$ cat src/rtl/vcmp_cond_pkg.sv
package vcmp_cond_pkg;

   typedef enum logic [1:0] {
      FLT_OFF      = 2'b00,
      FLT_EVERY    = 2'b01,
      FLT_DIV_MID  = 2'b10,
      FLT_DIV_SLOW = 2'b11
   } flt_mode_e;

   // Edge selection: upper bit set means both directions.
   function automatic logic edge_hit(input logic [1:0] mode,
                                     input logic cur,
                                     input logic prev);
      if (mode[1])
         return cur ^ prev;
      else if (mode[0])
         return prev & ~cur;
      else
         return cur & ~prev;
   endfunction

endpackage

$ cat src/rtl/vcmp_sync.sv
module vcmp_sync #(
   parameter int STAGES = 2
) (
   input  logic clk,
   input  logic rst_n,
   input  logic d,
   output logic q
);
   generate
      if (STAGES < 2) begin : g_bad
         $error("vcmp_sync: STAGES must be at least 2");
      end
   endgenerate

   logic [STAGES-1:0] chain;

   always_ff @(posedge clk or negedge rst_n) begin
      if (!rst_n)
         chain <= '0;
      else
         chain <= {chain[STAGES-2:0], d};
   end

   assign q = chain[STAGES-1];
endmodule

$ cat src/rtl/vcmp_prescale.sv
module vcmp_prescale
   import vcmp_cond_pkg::*;
#(
   parameter int DIV_MID  = 8,
   parameter int DIV_SLOW = 32
) (
   input  logic      clk,
   input  logic      rst_n,
   input  logic      en,
   input  flt_mode_e mode,
   output logic      strobe
);
   localparam int CW    = $clog2(DIV_SLOW);
   localparam int MID_W = $clog2(DIV_MID);

   generate
      if (DIV_MID < 2 || (1 << MID_W) != DIV_MID) begin : g_bad_mid
         $error("vcmp_prescale: DIV_MID must be a power of two >= 2");
      end
      if ((1 << CW) != DIV_SLOW || DIV_SLOW <= DIV_MID) begin : g_bad_slow
         $error("vcmp_prescale: DIV_SLOW must be a power of two above DIV_MID");
      end
   endgenerate

   logic [CW-1:0] cnt;

   always_ff @(posedge clk or negedge rst_n) begin
      if (!rst_n)
         cnt <= '0;
      else if (!en)
         cnt <= '0;
      else
         cnt <= cnt + 1'b1;
   end

   always_comb begin
      strobe = 1'b0;
      if (en) begin
         unique case (mode)
            FLT_OFF:      strobe = 1'b0;
            FLT_EVERY:    strobe = 1'b1;
            FLT_DIV_MID:  strobe = &cnt[MID_W-1:0];
            FLT_DIV_SLOW: strobe = &cnt;
            default:      strobe = 1'b0;
         endcase
      end
   end

   AST_STROBE_SPACED: assert property (@(posedge clk) disable iff (!rst_n)
      (en && strobe && (mode == FLT_DIV_MID || mode == FLT_DIV_SLOW))
      |=> (!strobe || mode == FLT_EVERY));
endmodule

$ cat src/rtl/vcmp_filter.sv
module vcmp_filter #(
   parameter int AGREE = 3
) (
   input  logic clk,
   input  logic rst_n,
   input  logic en,
   input  logic strobe,
   input  logic smp,
   output logic lvl
);
   generate
      if (AGREE < 2) begin : g_bad
         $error("vcmp_filter: AGREE must be at least 2");
      end
   endgenerate

   localparam int HW = AGREE - 1;

   logic [HW-1:0]    hist;
   logic [HW-1:0]    hist_nx;
   logic [AGREE-1:0] window;

   assign window = {hist, smp};

   generate
      if (HW == 1) begin : g_short
         assign hist_nx = smp;
      end else begin : g_long
         assign hist_nx = {hist[HW-2:0], smp};
      end
   endgenerate

   always_ff @(posedge clk or negedge rst_n) begin
      if (!rst_n) begin
         hist <= '0;
         lvl  <= 1'b0;
      end else if (!en) begin
         hist <= '0;
         lvl  <= 1'b0;
      end else if (strobe) begin
         hist <= hist_nx;
         if (&window)
            lvl <= 1'b1;
         else if (~|window)
            lvl <= 1'b0;
      end
   end

   AST_FILT_QUIET: assert property (@(posedge clk) disable iff (!rst_n)
      (en && !strobe) |=> $stable(lvl));
   AST_FILT_SPLIT: assert property (@(posedge clk) disable iff (!rst_n)
      (en && strobe && (smp != hist[0])) |=> $stable(lvl));
endmodule

$ cat src/rtl/vcmp_edge.sv
module vcmp_edge
   import vcmp_cond_pkg::*;
#(
   parameter int STAB_W = 8
) (
   input  logic              clk,
   input  logic              rst_n,
   input  logic              en,
   input  logic              lvl,
   input  logic [1:0]        mode,
   input  logic              irq_en,
   input  logic [STAB_W-1:0] stab_len,
   output logic              irq
);
   logic              prev;
   logic [STAB_W-1:0] stab_cnt;
   logic              ready;
   logic              hit;

   assign ready = (stab_cnt >= stab_len);
   assign hit   = edge_hit(mode, lvl, prev);

   always_ff @(posedge clk or negedge rst_n) begin
      if (!rst_n) begin
         prev     <= 1'b0;
         stab_cnt <= '0;
         irq      <= 1'b0;
      end else if (!en) begin
         prev     <= 1'b0;
         stab_cnt <= '0;
         irq      <= 1'b0;
      end else begin
         prev <= lvl;
         if (!ready)
            stab_cnt <= stab_cnt + 1'b1;
         irq <= irq_en & ready & hit;
      end
   end

   AST_IRQ_GATED: assert property (@(posedge clk) disable iff (!rst_n)
      irq |-> $past(en && irq_en));
   AST_IRQ_OFF: assert property (@(posedge clk) disable iff (!rst_n)
      !en |=> !irq);
endmodule

$ cat src/rtl/vcmp_cond.sv
module vcmp_cond
   import vcmp_cond_pkg::*;
#(
   parameter int SYNC_STAGES = 2,
   parameter int AGREE       = 3,
   parameter int DIV_MID     = 8,
   parameter int DIV_SLOW    = 32,
   parameter int STAB_W      = 8
) (
   input  logic              clk,
   input  logic              rst_n,
   input  logic              cmp_raw,
   input  logic              cmp_en,
   input  logic [1:0]        flt_sel,
   input  logic [1:0]        edg_sel,
   input  logic              pin_inv,
   input  logic              pin_en,
   input  logic              irq_en,
   input  logic [STAB_W-1:0] stab_len,
   output logic              cmp_level,
   output logic              pin_out,
   output logic              irq_pulse
);
   generate
      if (STAB_W < 1 || STAB_W > 16) begin : g_bad_stab
         $error("vcmp_cond: STAB_W must be 1..16");
      end
   endgenerate

   flt_mode_e fmode;
   logic      sync_q;
   logic      strobe;
   logic      filt_q;
   logic      lvl;

   assign fmode = flt_mode_e'(flt_sel);

   vcmp_sync #(.STAGES(SYNC_STAGES)) u_sync (
      .clk(clk), .rst_n(rst_n), .d(cmp_raw), .q(sync_q)
   );

   vcmp_prescale #(.DIV_MID(DIV_MID), .DIV_SLOW(DIV_SLOW)) u_presc (
      .clk(clk), .rst_n(rst_n), .en(cmp_en), .mode(fmode), .strobe(strobe)
   );

   vcmp_filter #(.AGREE(AGREE)) u_filt (
      .clk(clk), .rst_n(rst_n), .en(cmp_en), .strobe(strobe),
      .smp(sync_q), .lvl(filt_q)
   );

   assign lvl = (fmode == FLT_OFF) ? sync_q : filt_q;

   vcmp_edge #(.STAB_W(STAB_W)) u_edge (
      .clk(clk), .rst_n(rst_n), .en(cmp_en), .lvl(lvl), .mode(edg_sel),
      .irq_en(irq_en), .stab_len(stab_len), .irq(irq_pulse)
   );

   always_ff @(posedge clk or negedge rst_n) begin
      if (!rst_n)
         pin_out <= 1'b0;
      else
         pin_out <= cmp_en & pin_en & (lvl ^ pin_inv);
   end

   assign cmp_level = lvl;

   AST_PIN_QUIET: assert property (@(posedge clk) disable iff (!rst_n)
      !(cmp_en && pin_en) |=> !pin_out);
   AST_PIN_DISABLED: assert property (@(posedge clk) disable iff (!rst_n)
      !cmp_en |=> !pin_out);
endmodule

$ cat config.mk
export PLATFORM = sky130hd
export DESIGN_NAME = vcmp_cond
export DESIGN_NICKNAME = d
export VERILOG_FILES = /design/src/rtl/vcmp_cond_pkg.sv /design/src/rtl/vcmp_sync.sv /design/src/rtl/vcmp_prescale.sv /design/src/rtl/vcmp_filter.sv /design/src/rtl/vcmp_edge.sv /design/src/rtl/vcmp_cond.sv
export SDC_FILE = /design/constraint.sdc
export NUM_CORES = 1
export LEC_CHECK = 0
export ABC_AREA = 1
export ABC_CLOCK_PERIOD_IN_PS = 3100
export BUFFER_PORTS_ARGS = -buffer_cell sky130_fd_sc_hd__clkbuf_2
export CORE_MARGIN = 4
export CORE_UTILIZATION = 55
export DETAILED_ROUTE_END_ITERATION = 7
export MAX_ROUTING_LAYER = met4
export PLACE_DENSITY = 0.78
export SYNTH_ARGS = -nofsm -noshare
export SYNTH_HDL_FRONTEND = slang
export SYNTH_SLANG_ARGS = --single-unit
$ cat constraint.sdc
create_clock -name clk -period 3.1 [get_ports clk]
set_input_delay 0.155 -clock clk [delete_from_list [all_inputs] [get_ports clk]]
set_output_delay 0.155 -clock clk [all_outputs]
set_load 0.05 [all_outputs]
After elaboration in Yosys (flattened, before gate mapping)
Index checks and enable logic that the tools add are counted.
{"block": "totals", "ff_bits": 21, "word_cells": 49}
{"block": "op_classes", "addsub": 2, "magnitude_cmp": 1, "eq_ne": 6, "mux": 16, "bitwise_logic": 10, "n_reduce_logical": 6}
{"operator": "$mux 8", "count": 2}
{"operator": "$mux 1", "count": 10}
{"operator": "$add 8x1->8 const B", "count": 1}
{"operator": "$ge 8x8->1", "count": 1}
{"operator": "$and 1x1->1", "count": 6}
{"operator": "$reduce_and 3->1", "count": 2}
{"operator": "$add 5x1->5 const B", "count": 1}
{"operator": "$mux 5", "count": 1}
{"operator": "$reduce_and 5->1", "count": 1}
{"operator": "$eq 2x2->1 const B", "count": 2}
{"operator": "$mux 2", "count": 2}
{"operator": "$pmux 1 s4", "count": 1}
{"operator": "$ne 3x2->1 const B", "count": 1}
{"operator": "$reduce_or 3->1", "count": 1}
{"operator": "$eq 2x1->1 const B", "count": 1}
{"operator": "$logic_not 2->1", "count": 1}
{"operator": "$ne 2x1->1 const B", "count": 1}
{"operator": "$ne 2x2->1 const B", "count": 1}
{"operator": "$not 1->1", "count": 2}
{"operator": "$reduce_and 2->1", "count": 1}
{"operator": "$xor 1x1->1", "count": 2}

Depth between registers and ports, before layout
Gate-level depths: netlist of the first run.
{"block": "depth", "depth_word": 8, "mapped_depth": 11, "mapped_depth_nobuf": 11}

By module
A second synthesis of the first run with hierarchy kept.
{"block": "unflattened", "hier_cells": 185, "hier_area_um2": 1375.1}
{"mod": "vcmp_edge", "instances": 1, "cells_each": 121, "area_per_inst_um2": 854.6, "seq_area_each_um2": 250.2}
{"mod": "vcmp_prescale", "instances": 1, "cells_each": 28, "area_per_inst_um2": 241.5, "seq_area_each_um2": 125.1}
{"mod": "vcmp_filter", "instances": 1, "cells_each": 20, "area_per_inst_um2": 146.4, "seq_area_each_um2": 75.1}
{"mod": "vcmp_cond", "instances": 1, "cells_each": 14, "area_per_inst_um2": 82.6, "seq_area_each_um2": 25.0}
{"mod": "vcmp_sync", "instances": 1, "cells_each": 2, "area_per_inst_um2": 50.0, "seq_area_each_um2": 50.0}

Worst setup path before layout of the first run
OpenSTA, ideal clock, no wires.
{"block": "synth_path", "path_type": "register to register", "from": "register u_filt.lvl", "to": "register u_edge.irq", "setup_ns": 0.122, "arrival_time_ns": 1.887, "slack_ns": 1.091, "path_stages_with_launch": 9, "n_path_buf": 0, "cell_sequence": "dfrtp_1 > inv_1 > o21ai_1 > inv_1 > ha_1 > nand2_1 > o21ai_0 > o211ai_1 > nor2_1"}
{"block": "synth_between", "elab_chain_cells": 7, "word_cells_on_any_way": 9, "classes_between": "mux: 4; bitwise: 5"}
{"item": "start: declaration", "line": "vcmp_filter.sv:9", "rtl": "output logic lvl"}
{"item": "start signal: assignment", "line": "vcmp_filter.sv:36", "rtl": "lvl <= 1'b0;"}
{"item": "start signal: assignment", "line": "vcmp_filter.sv:39", "rtl": "lvl <= 1'b0;"}
{"item": "start signal: assignment", "line": "vcmp_filter.sv:43", "rtl": "lvl <= 1'b1;"}
{"item": "$mux 1 (*)", "line": "vcmp_cond.sv:51", "rtl": "assign lvl = (fmode == FLT_OFF) ? sync_q : filt_q;"}
{"item": "named net cmp_level", "line": "vcmp_cond.sv:20", "rtl": "output logic cmp_level,"}
{"item": "$not 1->1", "line": "vcmp_cond_pkg.sv:17", "rtl": "return prev & ~cur;"}
{"item": "$and 1x1->1", "line": "vcmp_cond_pkg.sv:17"}
{"item": "$mux 1", "line": "vcmp_cond_pkg.sv:16", "rtl": "else if (mode[0])"}
{"item": "$mux 1 (*)", "line": "vcmp_cond_pkg.sv:14", "rtl": "if (mode[1])"}
{"item": "$and 1x1->1 (*)", "line": "vcmp_edge.sv:36", "rtl": "irq <= irq_en & ready & hit;"}
{"item": "$mux 1 (*)", "line": "vcmp_edge.sv:28", "rtl": "end else if (!en) begin"}
{"item": "end signal: assignment", "line": "vcmp_edge.sv:36"}
{"item": "end: declaration", "line": "vcmp_edge.sv:13", "rtl": "output logic irq"}
The timed path passes the listed nets; every way through them passes the cells marked *.
A chain may end at the register's enable or synchronous reset.

Worst setup path after layout of the first run
{"block": "layout_path", "from": "register u_edge.stab_cnt[5]", "to": "register u_edge.stab_cnt[0]"}
{"block": "layout_between", "elab_chain_cells": 2}
{"item": "start: declaration", "line": "vcmp_edge.sv:16", "rtl": "logic [STAB_W-1:0] stab_cnt;"}
{"item": "start signal: assignment", "line": "vcmp_edge.sv:35", "rtl": "stab_cnt <= stab_cnt + 1'b1;"}
{"item": "$ge 8x8->1", "line": "vcmp_edge.sv:20", "rtl": "assign ready = (stab_cnt >= stab_len);"}
{"item": "$ne 2x2->1 (no line)"}
No other way between the ends.

==> results of run 1 <==
cell usage in the layout, fill, tap and decap left out:
master         count
clkbuf_4           3
nand2_1           48
clkbuf_2          21
nand3_4            1
dfrtp_1           21
clkinv_1           2
xor2_1             3
nand4_2            1
o21ai_0            4
nand2_2            1
a21oi_1            7
inv_2              1
clkbuf_1           1
nor2_2             2
dlygate4sd3_1      2
nand4_1            8
inv_1             27
a21o_1             1
o21ai_1            1
nor2_1            13
nand3_1           15
o21ai_2            1
ha_1              14
o211ai_1           1
nor2_4             1
o31ai_1            1
state kept, by name (all words and copies together) (netlist names):
signal           cells
u_edge.prev          1
u_sync.chain         2
u_edge.irq           1
u_edge.stab_cnt      8
u_filt.lvl           1
pin_out              1
u_presc.cnt          5
u_filt.hist          2
what timing repair did:
item	4_1_cts	5_1_grt
hold buffers	2	0
gates resized for setup	0	0
hold endpoints to repair	22	0
worst max-delay path: cells and delay by family, from the launching register on:
kind,cells,cell delay [ns]
flip-flops,1,0.46
adder cells (fa/ha/maj),1,0.32
AO/OA/AOI/OAI,1,0.13
AND/OR/NAND/NOR,5,0.66
kinds of logic (layout without fill, tap and decap cells):
group	after synthesis	in the layout	share of synthesized area [%]
compound gates	16	16	6.716
xor+xnor	3	3	1.932
fa+ha+maj	14	14	12.88
buf+inv	33	57	9.383
flops	21	21	38.64
simple gates	90	90	30.45
path summary, 6_finish.rpt:
path                                          from            endpoint  slack [ns]  cells past startpoint
worst max-delay path            u_edge.stab_cnt[5]  u_edge.stab_cnt[0]        1.42                      7
worst min-delay path                        pin_en             pin_out        0.07                      3
worst max register to register  u_edge.stab_cnt[5]  u_edge.stab_cnt[0]        1.42                      7
worst min register to register     u_sync.chain[0]     u_sync.chain[1]        0.36                      0
max in group asynchronous                    rst_n      u_presc.cnt[3]        2.41                      2
min in group asynchronous                    rst_n  u_edge.stab_cnt[7]        0.35                      2
layout make-up:
type | count | area [µm²]
multi-input cells | 123 | 706.9
well taps | 28 | 35.03
clock buffers | 4 | 26.28
repair buffers | 23 | 125.1
flip-flops and latches | 21 | 525.5
inverters | 30 | 112.6
fillers | 184 | 744.5
power groups by stage:
stage | clock network, µW | logic (µW) | registers [µW]
3_5_place_dp | 0 | 85.2 | 304
6_report | 125 | 86.7 | 298
2_1_floorplan | 0 | 55.2 | 303
4_1_cts | 132 | 87.5 | 298
3_3_place_gp | 0 | 81.1 | 303
5_1_grt | 141 | 99.1 | 301
per-stage QoR:
stage               area, µm²  utilization [%]  hold WS (ns)  std cells
global placement         1485            65.26        0.1562        223
CTS                      1531            67.29       0.07482        229
global route             1531            67.29       0.07628        229
floorplan                1360                -       -0.1406        177
finish                   1531            67.29       0.07362        229
detailed placement       1485            65.26        0.1435        223
routing by layer:
metal	up-vias	part of all wire (%)	routed length [µm]
li1	617	-	-
met1	507	46	1168
met2	33	46	1177
met3	2	7.1	181
met4	0	0.63	16
met5	-	0	0
==> results.sh, run 1 <==
export IMPL_groute_usage_overall_pct=16.68
export IMPL_p_total_uw=509.8
export IMPL_grtUsageMet1_pct=21.68
export IMPL_row_count=17
export IMPL_syn_avg_cell_area_um2=7.684
export IMPL_critPathCaptureType="flip-flop"
export IMPL_wl_mm=2.543
export IMPL_yosys_warnings=0
export IMPL_critical_path_slowest_cell="dfrtp_1"
export IMPL_clk_pin_slew_ns=0.11
export IMPL_grt_start_max_net_pins=28
export IMPL_post_drt_via_cell_ratio=5.061
export IMPL_die_area_mm2=0.003332
export IMPL_finClkSkew_ns=0.007647
export IMPL_drt_iter0_drc=22
export IMPL_clkLatencyLatePin_ns=0.30
export IMPL_postCtsSetupRepairBufs=0
export IMPL_worst_slew_pin_transition_ns=0.5170
export IMPL_status="finished, final reports clean"
export IMPL_floorplan_initialDensity_pct=59.76
export IMPL_fp_dieW_um=57.73
export IMPL_grt_pass1_wl_mm=4.340
export IMPL_io_pins=22
export IMPL_drcViolationCount=0
export IMPL_switching_power_uw=140.4
export IMPL_p_per_area_mw_per_mm2=332.9
export IMPL_synthArstFlopShare_pct=100.0
export IMPL_timing_final_setup_violations=0
export IMPL_met3_usage_pct=4.232
export IMPL_wl_per_cell_um=11.10
export IMPL_cp_max_fo=9
export IMPL_ant_nets=0
export IMPL_required_ns=3.28
export IMPL_place_port_buffers=21
export IMPL_yosys_top_cells_area="dfrtp_1 (39%), nand2_1 (13%), ha_1 (13%)"
export IMPL_p_seq_share_pct=58.5
export IMPL_hold_viol=0
export IMPL_root_buffer="clkbuf_4"
export IMPL_cap_violations=0
export IMPL_cp_start_kind="flip-flop"
export IMPL_vdd_ir_drop_max_mv=0.3971
export IMPL_num_vias=1159
export IMPL_dp_hpwl_mm=1.944
export IMPL_drv_slew=0
export IMPL_worstPathArrival_ns=1.86
export IMPL_yosysTopAreaCell="dfrtp_1"
export IMPL_htreeDepth=1
export IMPL_core_area_mm2=0.002276
export IMPL_fmax_mhz=595.7
export IMPL_synthCells=177
export IMPL_rsz0062_at_grt="false"
export IMPL_cts_made_buffers=3
export IMPL_path_cells="ha_1 -> a21oi_1 -> nor2_1 -> nor2_4 -> nand3_4 -> nand3_1 -> nand2_1"
export IMPL_max_slew_margin_pct=65.53
export IMPL_slowest_delay_ns=0.46
export IMPL_synth_top_area_share_pct=38.64
export IMPL_grt_pass1_vias=1018
export IMPL_netlist_area_mm2=0.001360
export IMPL_area_growth_pct=12.60
export IMPL_dr_pass1_iters=4
export IMPL_met2_usage_pct=26.45
export IMPL_die_h_um=57.73
export IMPL_place_congestion=0.8253
export IMPL_cts_sinks=21
export IMPL_synth_main_ff_cell="dfrtp_1"
export IMPL_syn_nets=210
export IMPL_p_leak_uw=0.0008963
export IMPL_combPwrFrac_pct=17.0
export IMPL_p_clk_share_pct=24.5
export IMPL_synth_cell_types=23
export IMPL_cts_tree="built"
export IMPL_synth_seq_cells=21
export IMPL_final_nets=235
export IMPL_antenna_cells=0
export IMPL_synth_edf_count=0
export IMPL_cts_buffer_depth=2
export IMPL_yosys_top_cells_count="nand2_1 (48), inv_1 (27), dfrtp_1 (21), nand3_1 (15), ha_1 (14)"
export IMPL_p_int_uw=369.4
export IMPL_gr_total_overflow=0
export IMPL_netSwitchingFraction_pct=27.53
export IMPL_pre_cts_ws_ns=1.462
export IMPL_layout_setup_ws_ns=1.421
export IMPL_hold_class="in2reg"
export IMPL_fin_crit_sh_pct=54.15
export IMPL_yosysMostFrequentCell="nand2_1"
export IMPL_crit_type="reg2reg"
export IMPL_setup_tns_ns=0
export IMPL_busiest_layer="met2"
export IMPL_antenna_found_initial=0
export IMPL_fin_crit_ns=1.679
export IMPL_drive_gt1_share_pct=15.92
export IMPL_yosysSeqAreaShare_pct=38.64
(Power assumes the default switching activity.)
==> inputs of run 2 (changes only) <==
--- a/config.mk
+++ b/config.mk
@@ -6,7 +6,7 @@
 export NUM_CORES = 1
 export LEC_CHECK = 0
 export ABC_AREA = 1
-export ABC_CLOCK_PERIOD_IN_PS = 3100
+export ABC_CLOCK_PERIOD_IN_PS = 1600
 export BUFFER_PORTS_ARGS = -buffer_cell sky130_fd_sc_hd__clkbuf_2
 export CORE_MARGIN = 4
 export CORE_UTILIZATION = 55
==> constraint.sdc (replaced) <==
create_clock -name clk -period 1.6 [get_ports clk]
set_input_delay 0.08 -clock clk [delete_from_list [all_inputs] [get_ports clk]]
set_output_delay 0.08 -clock clk [all_outputs]
set_load 0.05 [all_outputs]
==> run 2 against run 1 <==
Net effect:
- sequential power up 91%
- sequential share of layout area fell by 3.5 points
- worst hold slack got worse by 0.046 ns
- first-iteration DRC count is 23% higher
- largest cell class unchanged
==> results.sh, run 2 (synthesis results as in run 1) <==
export IMPL_r2r_start="u_presc.cnt[0]"
export IMPL_hold_class="in2reg"
export IMPL_min_from="pin_inv"
export IMPL_status="finished, final reports clean"
export IMPL_drcViolationCount=0
export IMPL_hold_end="pin_out"
export IMPL_fin_crit_sh_pct=95.80
export IMPL_dp_cells=230
export IMPL_place_port_buffers=21
export IMPL_cts_buffer_depth=2
export IMPL_most_common_layout_cells="nand2_1 (46), inv_1 (26), clkbuf_2 (21), dfrtp_1 (21), nand3_1 (15)"
export IMPL_p_per_area_mw_per_mm2=607.6
export IMPL_htreeDepth=1
export IMPL_gr_total_overflow=0
export IMPL_die_h_um=57.73
export IMPL_worstPathArrival_ns=1.72
export IMPL_floorplan_initialDensity_pct=59.76
export IMPL_largest_reg_flops=8
export IMPL_largestRegisters="u_edge.stab_cnt x8, u_presc.cnt x5"
export IMPL_crit_type="reg2reg"
export IMPL_drive_gt1_share_pct=24.41
export IMPL_place_congestion=0.8614
export IMPL_whs_ns=0.02810
export IMPL_grt_pass1_vias=1211
export IMPL_final_nets=247
export IMPL_ant_nets=0
export IMPL_wl_mm=3.009
export IMPL_fp_dieW_um=57.73
export IMPL_root_buffer="clkbuf_4"
export IMPL_fin_cells=241
export IMPL_worst_slew_pin_transition_ns=0.5279
export IMPL_clk_pin_slew_ns=0.11
export IMPL_max_slew_margin_pct=64.81
export IMPL_cts_tree="built"
export IMPL_antenna_cells=0
export IMPL_die_area_mm2=0.003332
export IMPL_wl_per_cell_um=12.49
export IMPL_area_growth_pct=25.58
export IMPL_num_vias=1262
export IMPL_io_pins=22
export IMPL_dr_pass1_iters=4
export IMPL_fin_crit_ns=1.533
export IMPL_reg2reg_to="u_filt.lvl"
export IMPL_cap_violations=0
export IMPL_timing_final_setup_violations=0
export IMPL_dp_hpwl_mm=2.185
export IMPL_core_area_mm2=0.002276
export IMPL_cp_max_fo=6
export IMPL_finClkSkew_ns=0.004308
export IMPL_antenna_found_initial=0
export IMPL_hold_depth=4
export IMPL_final_common_cell="nand2_1"
export IMPL_cp_start_kind="flip-flop"
export IMPL_drv_slew=0
export IMPL_grt_pass1_wl_mm=5.023
export IMPL_vdd_ir_drop_max_mv=0.6736
export IMPL_reg2reg_setup_slack_ns=0.07
export IMPL_cts_sinks=21
export IMPL_fmax_mhz=652.4
export IMPL_cts_made_buffers=3
export IMPL_ff2ff_path_depth=6
export IMPL_hold_viol=0
export IMPL_max_flop_register="u_edge.stab_cnt"
export IMPL_grt_start_max_net_pins=28
export IMPL_rsz0062_at_grt="true"
export IMPL_critPathCaptureType="flip-flop"
export IMPL_required_ns=1.78
export IMPL_post_drt_via_cell_ratio=5.237
export IMPL_p_leak_uw=0.0009863
export IMPL_clkLatencyLatePin_ns=0.30
export IMPL_row_count=17
export IMPL_drt_iter0_drc=27
export IMPL_groute_usage_overall_pct=19.44
==> run 2: cell count changes in the layout (fill, tap and decap cells not counted), moves of 2 or more <==
cell / previous run / this run
nand2_1: 48 / 46
a21oi_1: 7 / 5
a21oi_2: 0 / 2
ha_1: 14 / 12
buf_4: 0 / 9
ha_4: 0 / 2
==> run 2: layout make-up <==
class | instances | area [µm²]
multi-input cells | 124 | 794.5
inverters | 30 | 112.6
repair buffers | 34 | 214.0
flip-flops and latches | 21 | 525.5
clock buffers | 4 | 26.28
well taps | 28 | 35.03
fillers | 177 | 568.0
==> run 2: critical path, cell delays in order, from the launching register on <==
cell     delay (ns)
dfrtp_1        0.42
ha_1           0.23
ha_1           0.19
a21oi_1        0.19
o21ai_2        0.13
a21oi_2        0.19
a21oi_1        0.06
==> run 2: worst max path at each step <==
stage / startpoint / endpoint / slack, ns / depth (start not counted)
after floorplan: u_filt.lvl / u_edge.irq / 0.09 / 8
after global placement: u_edge.stab_cnt[0] / u_edge.stab_cnt[2] / 0.11 / 11
after detailed placement: u_presc.cnt[0] / u_filt.lvl / 0.06 / 8
after CTS: u_presc.cnt[0] / u_filt.lvl / 0.04 / 8
after global routing: u_presc.cnt[0] / u_filt.lvl / -0.007 / 8
final: u_presc.cnt[0] / u_filt.lvl / 0.07 / 6
==> run 2: power by group <==
part | internal, µW | switching, µW | leakage [µW]
Sequential | 554 | 15.7 | 0.000280
Combinational | 85.2 | 130 | 0.000691
Clock | 97.3 | 155 | 0.0000150
Total | 737 | 301 | 0.000986
==> run 2: metrics by stage <==
step / instance area (µm²) / TNS, ns / worst slack, ns / power, µW / utilization, %
2_1_floorplan: 1371 / 0 / 0.08868 / 697.4 / -
6_report: 1708 / 0 / 0.06725 / 1038 / 75.04
3_5_place_dp: 1549 / 0 / 0.05801 / 769.9 / 68.06
3_3_place_gp: 1549 / 0 / 0.1132 / 758.3 / 68.06
4_1_cts: 1605 / 0 / 0.03526 / 1028 / 70.53
5_1_grt: 1708 / -0.007324 / -0.007324 / 1109 / 75.04
==> run 2: routing by layer <==
metal,vias to the layer above,global-route usage (%),wire (µm)
met1,578,24.30,1231
met4,0,3.642,16
li1,642,-,-
met3,4,4.900,236
met2,38,32.10,1524
met5,-,-,0
==> run 2: repair_timing <==
action | 4_1_cts | 5_1_grt
gates resized for setup | 0 | 13
setup endpoints to repair | 0 | 10
endpoints found under the hold margin | 23 | 0
setup buffers | 0 | 3
hold buffers | 3 | 0
==> inputs of run 3 (changes only) <==
--- a/config.mk
+++ b/config.mk
@@ -7,7 +7,7 @@
 export LEC_CHECK = 0
 export ABC_AREA = 1
 export ABC_CLOCK_PERIOD_IN_PS = 1600
-export BUFFER_PORTS_ARGS = -buffer_cell sky130_fd_sc_hd__clkbuf_2
+export BUFFER_PORTS_ARGS = -buffer_cell sky130_fd_sc_hd__buf_2
 export CORE_MARGIN = 4
 export CORE_UTILIZATION = 55
 export DETAILED_ROUTE_END_ITERATION = 7
==> run 3 against run 2 <==
Net effect:
- critical path depth grew 1
- power shrank 0.94%
- clock-buffer cell count is the same
- sequential share of layout area grew 1.5 points
- combinational power shrank 6%
- register-to-register slack is essentially flat
- via count shrank 3.6%
- clock skew shrank 0.0020 ns
- critical path type unchanged
==> results.sh, run 3 (synthesis results as in run 1) <==
export IMPL_status="finished, final reports clean"
export IMPL_multi_input_area_um2=729.5
export IMPL_crit_top_cell="nand2_1"
export IMPL_cts_buffer_depth=2
export IMPL_fin_crit_sh_pct=96.36
export IMPL_ant_nets=0
export IMPL_crit_type="reg2reg"
export IMPL_p_leak_uw=0.0009480
export IMPL_largest_reg_flops=8
export IMPL_required_ns=1.80
export IMPL_htreeDepth=1
export IMPL_setup_tns_ns=0
export IMPL_fmax_mhz=648.6
export IMPL_die_area_mm2=0.003332
export IMPL_ff2ff_path_depth=7
export IMPL_fp_dieW_um=57.73
export IMPL_dp_hpwl_mm=2.167
export IMPL_slowest_delay_ns=0.44
export IMPL_finClkSkew_ns=0.002271
export IMPL_gr_total_overflow=0
export IMPL_p_clk_share_pct=24.6
export IMPL_row_count=17
export IMPL_clkLatencyLatePin_ns=0.30
export IMPL_critical_path_slowest_cell="dfrtp_1"
export IMPL_largestRegisters="u_edge.stab_cnt x8, u_presc.cnt x5"
export IMPL_cts_tree="built"
export IMPL_place_port_buffers=21
export IMPL_antenna_found_initial=0
export IMPL_reg2reg_setup_slack_ns=0.06
export IMPL_final_nets=245
export IMPL_reg2reg_to="u_edge.stab_cnt[0]"
export IMPL_register_area_um2=526.8
export IMPL_dr_pass1_iters=4
export IMPL_post_drt_via_cell_ratio=5.092
export IMPL_cp_start_kind="flip-flop"
export IMPL_most_common_layout_cells="nand2_1 (47), inv_1 (27), buf_2 (21), dfrtp_1 (20), nand3_1 (15)"
export IMPL_cts_made_buffers=3
export IMPL_r2r_start="u_edge.stab_cnt[7]"
export IMPL_grt_pass1_vias=1089
export IMPL_dp_cells=230
export IMPL_cp_max_fo=8
export IMPL_switching_power_uw=293.5
export IMPL_drt_iter0_drc=65
export IMPL_p_per_area_mw_per_mm2=629.5
export IMPL_timing_final_setup_violations=0
export IMPL_max_flop_register="u_edge.stab_cnt"
export IMPL_wl_mm=2.792
export IMPL_hold_viol=0
export IMPL_p_int_uw=734.4
export IMPL_wl_per_cell_um=11.68
export IMPL_critPathCaptureType="flip-flop"
export IMPL_core_area_mm2=0.002276
export IMPL_grt_pass1_wl_mm=4.616
export IMPL_groute_usage_overall_pct=18.26
export IMPL_max_slew_margin_pct=70.00
export IMPL_die_h_um=57.73
export IMPL_drive_gt1_share_pct=21.33
export IMPL_clk_pin_slew_ns=0.11
export IMPL_cts_sinks=21
export IMPL_antenna_cells=0
export IMPL_grt_start_max_net_pins=22
export IMPL_final_common_cell="nand2_1"
export IMPL_fin_crit_ns=1.542
export IMPL_p_seq_share_pct=55.8
export IMPL_path_cells="ha_1 -> nand2_1 -> nor2_1 -> nor2_4 -> buf_4 -> nand4_1 -> nand2_1"
export IMPL_drv_slew=0
export IMPL_place_congestion=0.8376
export IMPL_combPwrFrac_pct=19.6
export IMPL_num_vias=1217
export IMPL_io_pins=22
export IMPL_nFillCells=206
export IMPL_cap_violations=0
export IMPL_cp_startpoint="u_edge.stab_cnt[7]"
export IMPL_vdd_ir_drop_max_mv=0.6336
export IMPL_cp_endpoint="u_edge.stab_cnt[0]"
export IMPL_worstPathArrival_ns=1.74
export IMPL_area_growth_pct=20.06
export IMPL_floorplan_initialDensity_pct=59.76
export IMPL_netSwitchingFraction_pct=28.55
export IMPL_fin_cells=239
export IMPL_root_buffer="clkbuf_4"
export IMPL_drcViolationCount=0
export IMPL_worst_slew_pin_transition_ns=0.4501
export IMPL_hold_class="in2reg"
-- run 3: cell types whose count changed in the layout (fill, tap and decap cells not counted), sizes merged --
cell,delta
buf,+20
clkbuf,-21
nand3,-1
-- run 3: how the worst min path moves through the flow --
| stage | start | end | depth (start not counted) |
|---|---|---|---|
| 2_1_floorplan | rst_n | pin_out | 0 |
| 3_3_place_gp | rst_n | u_edge.stab_cnt[6] | 1 |
| 3_5_place_dp | rst_n | u_edge.stab_cnt[5] | 1 |
| 4_1_cts | pin_inv | pin_out | 4 |
| 5_1_grt | irq_en | u_edge.irq | 3 |
| 6_report | pin_inv | pin_out | 4 |
-- run 3: cell type report --
cell class,instances,area share (%)
clock buffer,4,1.609
sequential,21,32.26
timing repair buffer,33,12.41
inverter,30,6.897
multi-input combinational,123,44.67
tap,28,2.146
-- run 3: power by group through the flow --
stage | Combinational (µW) | Clock, µW | Sequential (µW)
after floorplan | 110 | 0 | 587
after global placement | 176 | 0 | 582
after detailed placement | 185 | 0 | 584
after CTS | 192 | 269 | 574
after global routing | 234 | 285 | 576
final | 202 | 253 | 573
-- run 3: routing by layer --
layer	track usage [%]	up-vias	routed length (µm)
met5	-	-	0
met4	3.974	0	19
met3	4.900	4	194
met2	28.55	41	1331
met1	23.74	538	1247
li1	-	634	-
-- run 3: worst max-delay path: cells and delay by family (launching register included) --
kind                       cells  cell delay (ns)
and+or+nand+nor                5             0.53
DFF                            1             0.44
adders and majority gates      1             0.31
buffers and inverters          1             0.16
-- run 3: what timing repair did --
item / CTS / global route
buffers inserted: 0 / 2
endpoints found under the hold margin: 23 / 0
hold buffers: 3 / 0
setup endpoints to repair: 0 / 9
resized for setup: 0 / 4
-- run 3: metrics by stage --
step	worst slack [ns]	util [%]	instance area, µm²	hold WS, ns	power (µW)
after floorplan	0.08868	-	1371	-0.2156	697.4
after global placement	0.1259	68.06	1549	0.05621	757.8
after detailed placement	0.09685	68.06	1549	0.05924	768.6
after CTS	0.06177	70.53	1605	0.001453	1034
after global routing	-0.01007	71.74	1633	0.03043	1095
final	0.05822	71.74	1633	0.01585	1028
